`src/rtl/fxc_pkg.sv`:
```
package fxc_pkg;

    localparam int EXP_W   = 8;
    localparam int MAN_W   = 23;
    localparam int FP_W    = 1 + EXP_W + MAN_W;
    localparam int SIG_W   = MAN_W + 1;
    localparam int BIAS    = (1 << (EXP_W - 1)) - 1;
    localparam int LSB_OFS = BIAS + MAN_W;
    localparam int SCL_W   = 11;

    typedef struct packed {
        logic                    sign;
        logic                    is_nan;
        logic                    is_inf;
        logic [SIG_W-1:0]        sig;
        logic signed [SCL_W-1:0] lsb_exp;
    } fp_fields_t;

    typedef enum logic {
        ST_IDLE = 1'b0,
        ST_DONE = 1'b1
    } cvt_state_e;

endpackage

```
`src/rtl/fxc_unpack.sv`:
```
module fxc_unpack
    import fxc_pkg::*;
(
    input  logic [FP_W-1:0] fp,
    output fp_fields_t      fields
);

    logic [EXP_W-1:0] exp_f;
    logic [EXP_W-1:0] exp_eff;
    logic [MAN_W-1:0] man_f;

    always_comb begin
        exp_f          = fp[FP_W-2 -: EXP_W];
        man_f          = fp[MAN_W-1:0];
        exp_eff        = (exp_f == '0) ? EXP_W'(1) : exp_f;
        fields.sign    = fp[FP_W-1];
        fields.is_nan  = (exp_f == '1) && (man_f != '0);
        fields.is_inf  = (exp_f == '1) && (man_f == '0);
        fields.sig     = {(exp_f != '0), man_f};
        fields.lsb_exp = $signed({{(SCL_W-EXP_W){1'b0}}, exp_eff}) - $signed(SCL_W'(LSB_OFS));
    end

endmodule

```
`src/rtl/fxc_scale.sv`:
```
module fxc_scale
    import fxc_pkg::*;
#(
    parameter int OUT_W = 32,
    parameter int FB_W  = 6,
    localparam int MAG_W = OUT_W + 1
)(
    input  fp_fields_t       fields,
    input  logic [FB_W-1:0]  frac_bits,
    output logic [MAG_W-1:0] mag,
    output logic             huge,
    output logic             lost
);

    localparam int LSH_MAX = MAG_W - SIG_W;

    logic signed [SCL_W-1:0] shift;
    logic [SCL_W-1:0]        rsh;
    logic [2*SIG_W-1:0]      ext;

    always_comb begin
        shift = fields.lsb_exp + $signed({{(SCL_W-FB_W){1'b0}}, frac_bits});
        mag   = '0;
        huge  = 1'b0;
        lost  = 1'b0;
        rsh   = '0;
        ext   = '0;
        if (!shift[SCL_W-1]) begin
            if (shift > $signed(SCL_W'(LSH_MAX))) begin
                huge = |fields.sig;
            end else begin
                mag = MAG_W'(fields.sig) << shift;
            end
        end else begin
            rsh = -shift;
            if (rsh >= SCL_W'(SIG_W)) begin
                lost = |fields.sig;
            end else begin
                ext  = {fields.sig, {SIG_W{1'b0}}} >> rsh;
                mag  = MAG_W'(ext[2*SIG_W-1:SIG_W]);
                lost = |ext[SIG_W-1:0];
            end
        end
    end

endmodule

```
`src/rtl/fxc_limit.sv`:
```
module fxc_limit #(
    parameter int OUT_W  = 32,
    parameter int HALF_W = 16,
    localparam int MAG_W = OUT_W + 1
)(
    input  logic             sign,
    input  logic             is_nan,
    input  logic             is_inf,
    input  logic             huge,
    input  logic             lost,
    input  logic [MAG_W-1:0] mag,
    input  logic             unsigned_sel,
    input  logic             half_sel,
    output logic [OUT_W-1:0] value,
    output logic             invalid,
    output logic             inexact
);

    localparam logic [MAG_W-1:0] U_FULL = {1'b0, {OUT_W{1'b1}}};
    localparam logic [MAG_W-1:0] U_HALF = MAG_W'({HALF_W{1'b1}});
    localparam logic [MAG_W-1:0] P_FULL = MAG_W'({(OUT_W-1){1'b1}});
    localparam logic [MAG_W-1:0] P_HALF = MAG_W'({(HALF_W-1){1'b1}});
    localparam logic [MAG_W-1:0] N_FULL = MAG_W'(1) << (OUT_W - 1);
    localparam logic [MAG_W-1:0] N_HALF = MAG_W'(1) << (HALF_W - 1);
    localparam logic [OUT_W-1:0] MIN_FULL = OUT_W'(1) << (OUT_W - 1);
    localparam logic [OUT_W-1:0] MIN_HALF = {{(OUT_W-HALF_W+1){1'b1}}, {(HALF_W-1){1'b0}}};

    logic [MAG_W-1:0] lim_u;
    logic [MAG_W-1:0] lim_p;
    logic [MAG_W-1:0] lim_n;
    logic [OUT_W-1:0] min_val;
    logic [MAG_W-1:0] neg_mag;
    logic             over;

    always_comb begin
        lim_u   = half_sel ? U_HALF : U_FULL;
        lim_p   = half_sel ? P_HALF : P_FULL;
        lim_n   = half_sel ? N_HALF : N_FULL;
        min_val = half_sel ? MIN_HALF : MIN_FULL;
        neg_mag = ~mag + MAG_W'(1);
        over    = is_inf | huge;
        value   = '0;
        invalid = 1'b0;
        inexact = 1'b0;
        if (is_nan) begin
            invalid = 1'b1;
        end else if (unsigned_sel) begin
            if (sign) begin
                if (over || (mag != '0)) invalid = 1'b1;
                else                     inexact = lost;
            end else if (over || (mag > lim_u)) begin
                value   = lim_u[OUT_W-1:0];
                invalid = 1'b1;
            end else begin
                value   = mag[OUT_W-1:0];
                inexact = lost;
            end
        end else if (sign) begin
            if (over || (mag > lim_n)) begin
                value   = min_val;
                invalid = 1'b1;
            end else begin
                value   = neg_mag[OUT_W-1:0];
                inexact = lost;
            end
        end else begin
            if (over || (mag > lim_p)) begin
                value   = lim_p[OUT_W-1:0];
                invalid = 1'b1;
            end else begin
                value   = mag[OUT_W-1:0];
                inexact = lost;
            end
        end
    end

endmodule

```
`src/rtl/fxc_cvt.sv`:
```
module fxc_cvt
    import fxc_pkg::*;
#(
    parameter int OUT_W  = 32,
    parameter int HALF_W = 16,
    localparam int FB_W  = $clog2(OUT_W + 1),
    localparam int MAG_W = OUT_W + 1
)(
    input  logic             clk,
    input  logic             rst,
    input  logic             in_valid,
    input  logic [FP_W-1:0]  fp_in,
    input  logic [FB_W-1:0]  frac_bits,
    input  logic             unsigned_sel,
    input  logic             half_sel,
    output logic             out_valid,
    output logic [OUT_W-1:0] fx_out,
    output logic             flag_invalid,
    output logic             flag_inexact
);

    cvt_state_e       state_q;
    cvt_state_e       state_d;
    fp_fields_t       fields;
    logic [MAG_W-1:0] mag;
    logic             huge;
    logic             lost;
    logic [OUT_W-1:0] conv_val;
    logic             conv_inv;
    logic             conv_inx;

    fxc_unpack u_unpack (
        .fp     (fp_in),
        .fields (fields)
    );

    fxc_scale #(.OUT_W(OUT_W), .FB_W(FB_W)) u_scale (
        .fields    (fields),
        .frac_bits (frac_bits),
        .mag       (mag),
        .huge      (huge),
        .lost      (lost)
    );

    fxc_limit #(.OUT_W(OUT_W), .HALF_W(HALF_W)) u_limit (
        .sign         (fields.sign),
        .is_nan       (fields.is_nan),
        .is_inf       (fields.is_inf),
        .huge         (huge),
        .lost         (lost),
        .mag          (mag),
        .unsigned_sel (unsigned_sel),
        .half_sel     (half_sel),
        .value        (conv_val),
        .invalid      (conv_inv),
        .inexact      (conv_inx)
    );

    // state register
    always_ff @(posedge clk) begin
        if (rst) state_q <= ST_IDLE;
        else     state_q <= state_d;
    end

    // transitions: capture (in_valid) and drain (!in_valid)
    always_comb begin
        state_d = state_q;
        unique case (state_q)
            ST_IDLE: state_d = in_valid ? ST_DONE : ST_IDLE;
            ST_DONE: state_d = in_valid ? ST_DONE : ST_IDLE;
            default: state_d = ST_IDLE;
        endcase
    end

    // result register, loaded on capture
    always_ff @(posedge clk) begin
        if (rst) begin
            fx_out       <= '0;
            flag_invalid <= 1'b0;
            flag_inexact <= 1'b0;
        end else if (in_valid) begin
            fx_out       <= conv_val;
            flag_invalid <= conv_inv;
            flag_inexact <= conv_inx;
        end
    end

    // state-decoded output
    always_comb begin
        out_valid = (state_q == ST_DONE);
    end

endmodule

```
`config.mk`:
```
export PLATFORM = sky130hd
export DESIGN_NAME = fxc_cvt
export DESIGN_NICKNAME = d
export VERILOG_FILES = /design/src/rtl/fxc_pkg.sv /design/src/rtl/fxc_unpack.sv /design/src/rtl/fxc_scale.sv /design/src/rtl/fxc_limit.sv /design/src/rtl/fxc_cvt.sv
export SDC_FILE = /design/constraint.sdc
export NUM_CORES = 1
export LEC_CHECK = 0
export CORE_ASPECT_RATIO = 0.75
export CORE_MARGIN = 10
export CORE_UTILIZATION = 60
export CTS_BUF_LIST = sky130_fd_sc_hd__clkbuf_16
export CTS_CLUSTER_SIZE = 16
export DETAILED_ROUTE_END_ITERATION = 10
export DONT_BUFFER_PORTS = 1
export GPL_TIMING_DRIVEN = 1
export PLACE_DENSITY = 0.73
export SLEW_MARGIN = 10
export SYNTH_ARGS = -nofsm -noshare
export SYNTH_HDL_FRONTEND = slang
export SYNTH_SLANG_ARGS = --single-unit
```
`constraint.sdc`:
```
create_clock -name clk -period 24.2 [get_ports clk]
set_clock_uncertainty 0.15 [all_clocks]
set_input_delay 4.84 -clock clk [delete_from_list [all_inputs] [get_ports clk]]
set_output_delay 4.84 -clock clk [all_outputs]
set_load 0.01 [all_outputs]
```
==> results of run 1 <==
final timing paths:
path	startpoint	end	slack (ps)	cells after the start
max reg2reg	fx_out[13]$_SDFFE_PP0P_	fx_out[13]$_SDFFE_PP0P_	23020	2
max	fp_in[28]	fx_out[20]$_SDFFE_PP0P_	10250	31
min	fx_out[24]$_SDFFE_PP0P_	fx_out[24]$_SDFFE_PP0P_	350	2
min reg2reg	fx_out[24]$_SDFFE_PP0P_	fx_out[24]$_SDFFE_PP0P_	350	2
stage by stage:
stage	utilization	total power (uW)	setup WS [ps]
2_1_floorplan	-	381	11790
4_1_cts	0.627	538	10610
3_3_place_gp	0.616	475	10710
5_1_grt	0.627	592	9540
6_report	0.627	557	10250
3_5_place_dp	0.616	474	10340
power breakdown:
part / total (uW) / switching (uW) / internal (uW)
registers: 69.7 / 6.48 / 63.2
clock network: 62.5 / 25.5 / 37.0
logic: 425 / 279 / 146
total: 557 / 311 / 246
per-layer routing:
metal | wire length, um | up-vias | global-route usage
li1 | - | 4077 | -
met4 | 559 | 0 | 0.0630
met2 | 11200 | 622 | 0.409
met1 | 12600 | 4152 | 0.471
met5 | 0 | - | 0
met3 | 4260 | 70 | 0.0937
area by class of cell:
cell class	instances	area [sq um]	share of cell area
tap	166	208	0.0269
multi-input combinational	969	6470	0.838
sequential	35	701	0.0908
inverter	22	82.6	0.0107
clock buffer	5	125	0.0162
clock inverter	2	8.76	0.00113
timing repair buffer	17	128	0.0165
cell usage in the layout (no fill, tap or decap), types with 12 or more instances in the layout:
cell and n:
o211ai_1 15, a21oi_1 107, nand2b_1 17, nor3_1 23, nand2_1 131, inv_1 19, a21o_1 18, o31ai_1 13
a31oi_1 16, o22ai_1 17, xnor2_1 17, nor4_1 15, mux2_2 23, or3_1 17, nor2_1 119, a211oi_1 12
mux2i_1 51, dfxtp_1 35, nand4_1 14, nand3_1 27, buf_4 17, ha_1 28, and2_1 13, o21ai_0 62
logic make-up (layout without fill, tap and decap cells):
logic type | after synthesis | after routing | share of synthesized area
buffers and inverters | 104 | 46 | 0.0562
adder cells (fa/ha/maj) | 30 | 30 | 0.0506
AND/OR/NAND/NOR | 442 | 442 | 0.290
flip-flops | 35 | 35 | 0.0925
AO/OA/AOI/OAI | 387 | 387 | 0.346
multiplexers | 80 | 80 | 0.118
XOR/XNOR | 30 | 30 | 0.0468
tightest hold or removal path, cell delays in order (launching register included):
cell     delay [ps]
dfxtp_1         340
nand2_1          70
o31ai_1          50
sequential cells by signal, indices dropped and copies added, names as in the netlist:
register and cells:
fx_out 32, out_valid 1, flag_inexact 1, flag_invalid 1
cell usage after synthesis, types with 10 or more instances:
cell type    n  area share
nand2_1    131       0.065
a21o_1      18       0.018
o31a_1      10       0.012
a31oi_1     16       0.013
o211ai_1    15       0.015
a21oi_1    107       0.071
a211oi_1    12       0.012
inv_1       19      0.0094
mux2i_1     51       0.067
xnor2_1     18       0.021
nor2_1     119       0.059
and2_1      13       0.011
clkbuf_1    56       0.028
and3_1      11      0.0091
o21ai_0     62       0.041
nand4_1     14       0.012
or3_1       17       0.014
a221oi_1    11       0.013
nand2b_1    17       0.014
o22ai_1     17       0.014
nor2b_1     11      0.0091
ha_1        29       0.048
nor4_1      15       0.012
a22oi_1     10      0.0099
nand3_1     27       0.018
buf_2       16       0.011
nor3_1      23       0.015
o31ai_1     14       0.014
mux2_2      23       0.034
dfxtp_1     35       0.093
==> results.cfg, run 1 <==
[global_route]
grt_overflow = 0
grt_pass1_vias = 7842
antenna_found_initial = 0
grt_max_degree = 54
track_usage = 0.310
grt_pass1_wl_um = 45000

[setup_path]
cp_common_cell = a21o_1
critPathMaxFanout = 53
cp-start-kind = input pin
crit_path_end_kind = flip-flop
cp_slowest_cell = fa_2
arrival_ps = 14000
crit_buf_inv = 2
cp_data_required_time_ps = 24250
critPathTopFamily = compound AO/OA/AOI/OAI gates
slowest_delay_ps = 1160
crit_type = in -> reg

[die]
die-area_sq_um = 17600
die_y_um = 117
ios = 78
core_area_sq_um = 12300
die_x_um = 150
initial_core_util = 0.615
rows = 35

[status]
status = completed

[logic_synthesis]
syn_inst = 1108
ys_warn_count = 0
syn_area_sq_um = 7570
syn_nets = 1181
synthDistinctLibCells = 100
synth_edf_count = 0
seq_area_frac_synth = 0.0925
async_flop_share = 0
synthFlopType = dfxtp_1
synth_area_per_cell_sq_um = 6.84
synth-seq-cells = 35

[pwr]
p_leak_uw = 0.00300
power.density_nw_per_um2 = 72.2
peakVddDrop_mv = 0.0379

[clock_tree]
cts.sinks = 35
postCtsSetupBuffers = 0
cts_buffers = 5
cts.htree.levels = 2
postCtsHoldBufs = 0
cts_root_buf = clkbuf_16
ctsResizeCount = 0
clk_latency_ps = 280
ctsLongestPathBuffers = 2
cts.clk_slew.worst_paths_ps = 50
cts_tree = built

[min_path]
holdCritPathClass = reg -> reg

[timing]
whs_ps = 354
rsz0062_at_grt = false
finalCritPeriodShare = 0.577
tns_ps = 0
period_needed_ps = 13950
worstMarginPinSlew_ps = 1100
final_max_slew_viol_count = 0
setup_violations = 0
slew_headroom = 0.263
hold_viol_final = 0
fmax_mhz = 71.7

[layout]
n_antenna_cell = 0
layout.nets = 1123
stdcell_count = 1216
post_route_cells_drive_above_1_share = 0.0924
fin_area_sq_um = 7720
syn2layout_area_growth_pct = 1.92
fillCellCount = 1214

[routing]
drt_first_pass_iters = 6
ant_nets = 0
drcViolationCount = 0
wl_per_cell_um = 23.6
num_vias = 8921
initialDrtViolationCount = 1487
wl_um = 28700
vias_per_cell = 7.34

[place]
globalplace.congestion = 1.06
place_area_sq_um = 7580
placed_cells = 1209
port_buffers = 0
dp_hpwl_um = 22200

[flow_run]
maxCapViolCount = 0
Note: power is estimated with default switching activity, not from simulation.
==> inputs of run 2 (changes only) <==
Clock period 24.2 ns to 12.9 ns, I/O delays scaled along.
==> run 2 against run 1 <==
Net effect: via count down 0.17%; flip-flop and latch count unchanged; utilization up 0.061 points; clock-buffer cell count unchanged; power up 87%; non-clock buffer count up 1; sequential share of layout area about the same; critical path type unchanged; clock power up 87%; setup slack worse by 8500 ps; critical endpoint is now fx_out[25]$_SDFFE_PP0P_; die area unchanged; global-route usage down 0.70 points; final cell count about the same.
==> results.cfg, run 2 (same netlist as run 1, synthesis figures left out) <==
[timing]
setup_violations = 0
worstMarginPinSlew_ps = 1160
worst_slack_ps = 1790
tns_ps = 0
period_needed_ps = 11110
final_max_slew_viol_count = 0
slew_headroom = 0.222
rsz0062_at_grt = false
fmax_mhz = 90.0
hold_viol_final = 0
finalCritPeriodShare = 0.861

[layout]
fillCellCount = 1166
regMostFlops = fx_out
syn2layout_area_growth_pct = 2.02
fin_area_sq_um = 7730
final_common_cell = nand2_1
mostFrequentLayoutCells = nand2_1 (131), nor2_1 (119), a21oi_1 (107)
stdcell_count = 1217
n_antenna_cell = 0
largest_reg_flops = 32
post_route_cells_drive_above_1_share = 0.0932
layout.nets = 1124

[die]
initial_core_util = 0.615
die_y_um = 117
die_x_um = 150
ios = 78
rows = 35
core_area_sq_um = 12300
die-area_sq_um = 17600

[setup_path]
cp_slowest_cell = a21boi_0
r2r_start = fx_out[13]$_SDFFE_PP0P_
reg2reg_to = fx_out[13]$_SDFFE_PP0P_
reg2reg_slack_ps = 11720
cp_common_cell = a21o_1
cp-start-kind = input pin
crit_type = in -> reg
cp_data_required_time_ps = 12950
slowest_delay_ps = 610
arrival_ps = 11150
critPathMaxFanout = 23
reg2reg_depth = 2
crit_path_end_kind = flip-flop

[global_route]
track_usage = 0.303
grt_overflow = 0
antenna_found_initial = 0
grt_pass1_vias = 7707
grt_max_degree = 59
grt_pass1_wl_um = 44000

[flow_run]
maxCapViolCount = 0

[routing]
num_vias = 8906
drcViolationCount = 0
drt_first_pass_iters = 6
wl_per_cell_um = 23.3
wl_um = 28300
initialDrtViolationCount = 1403
ant_nets = 0
vias_per_cell = 7.32

[clock_tree]
ctsResizeCount = 0
cts_root_buf = clkbuf_16
postCtsHoldBufs = 0
cts.sinks = 35
ctsLongestPathBuffers = 2
cts_tree = built
cts.clk_slew.worst_paths_ps = 60
cts.htree.levels = 2
postCtsSetupBuffers = 0
clk_latency_ps = 280
cts_buffers = 5

[pwr]
total_power_uw = 1040
peakVddDrop_mv = 0.0821
power.density_nw_per_um2 = 135
p_leak_uw = 0.00300

[min_path]
holdCritPathClass = reg -> reg
whs_path_depth = 2
worstHoldStart = fx_out[27]$_SDFFE_PP0P_
holdPathEnd = fx_out[27]$_SDFFE_PP0P_

[place]
globalplace.congestion = 1.01
port_buffers = 0
placed_cells = 1210
place_area_sq_um = 7590
place_ws_ps = 1820
dp_hpwl_um = 22100

[status]
status = completed
[run 2: changes by cell type in the layout (fill, tap and decap cells not counted), sizes merged]
| cell | before | now |
|---|---|---|
| buf | 17 | 18 |
[run 2: routing by layer]
layer  routed length, um  up-vias  global-route usage
met2               11200      603               0.412
met4                 462        0              0.0467
met5                   0        -                   0
li1                    -     4075                   -
met1               12600     4166               0.457
met3                4040       62              0.0903
[run 2: cell type report]
| type | instances | area, sq um | area share |
|---|---|---|---|
| Clock buffer | 5 | 125 | 0.0162 |
| Inverter | 22 | 82.6 | 0.0107 |
| Clock inverter | 2 | 8.76 | 0.00113 |
| Multi-Input combinational cell | 969 | 6470 | 0.837 |
| Tap cell | 166 | 208 | 0.0269 |
| Timing Repair Buffer | 18 | 135 | 0.0175 |
| Sequential cell | 35 | 701 | 0.0907 |
[run 2: worst max path at each step]
stage	to	startpoint	cells past startpoint
CTS	fx_out[25]$_SDFFE_PP0P_	fp_in[26]	29
global route	fx_out[25]$_SDFFE_PP0P_	fp_in[26]	29
floorplan	fx_out[25]$_SDFFE_PP0P_	fp_in[26]	34
global placement	fx_out[21]$_SDFFE_PP0P_	fp_in[26]	29
detailed placement	fx_out[25]$_SDFFE_PP0P_	fp_in[26]	29
finish	fx_out[25]$_SDFFE_PP0P_	fp_in[28]	29
[run 2: report_power, final]
| part | switching (uW) | total (uW) | leakage [uW] | internal [uW] |
|---|---|---|---|---|
| registers | 12.3 | 131 | 0.000287 | 119 |
| clock network | 47.2 | 117 | 0.0000671 | 69.4 |
| logic | 522 | 796 | 0.00265 | 274 |
| total | 582 | 1040 | 0.00300 | 462 |
[run 2: per-stage QoR]
step / hold slack [ps] / utilization
3_3_place_gp: 346 / 0.617
3_5_place_dp: 350 / 0.617
4_1_cts: 358 / 0.628
2_1_floorplan: 327 / -
6_report: 352 / 0.628
5_1_grt: 384 / 0.628
[run 2: critical path, delay by kind of cell]
family / cells / cell delay [ps]
simple gates: 8 / 2630
fa+ha+maj: 3 / 940
xor+xnor: 1 / 580
buf+inv: 2 / 740
compound gates: 15 / 3640
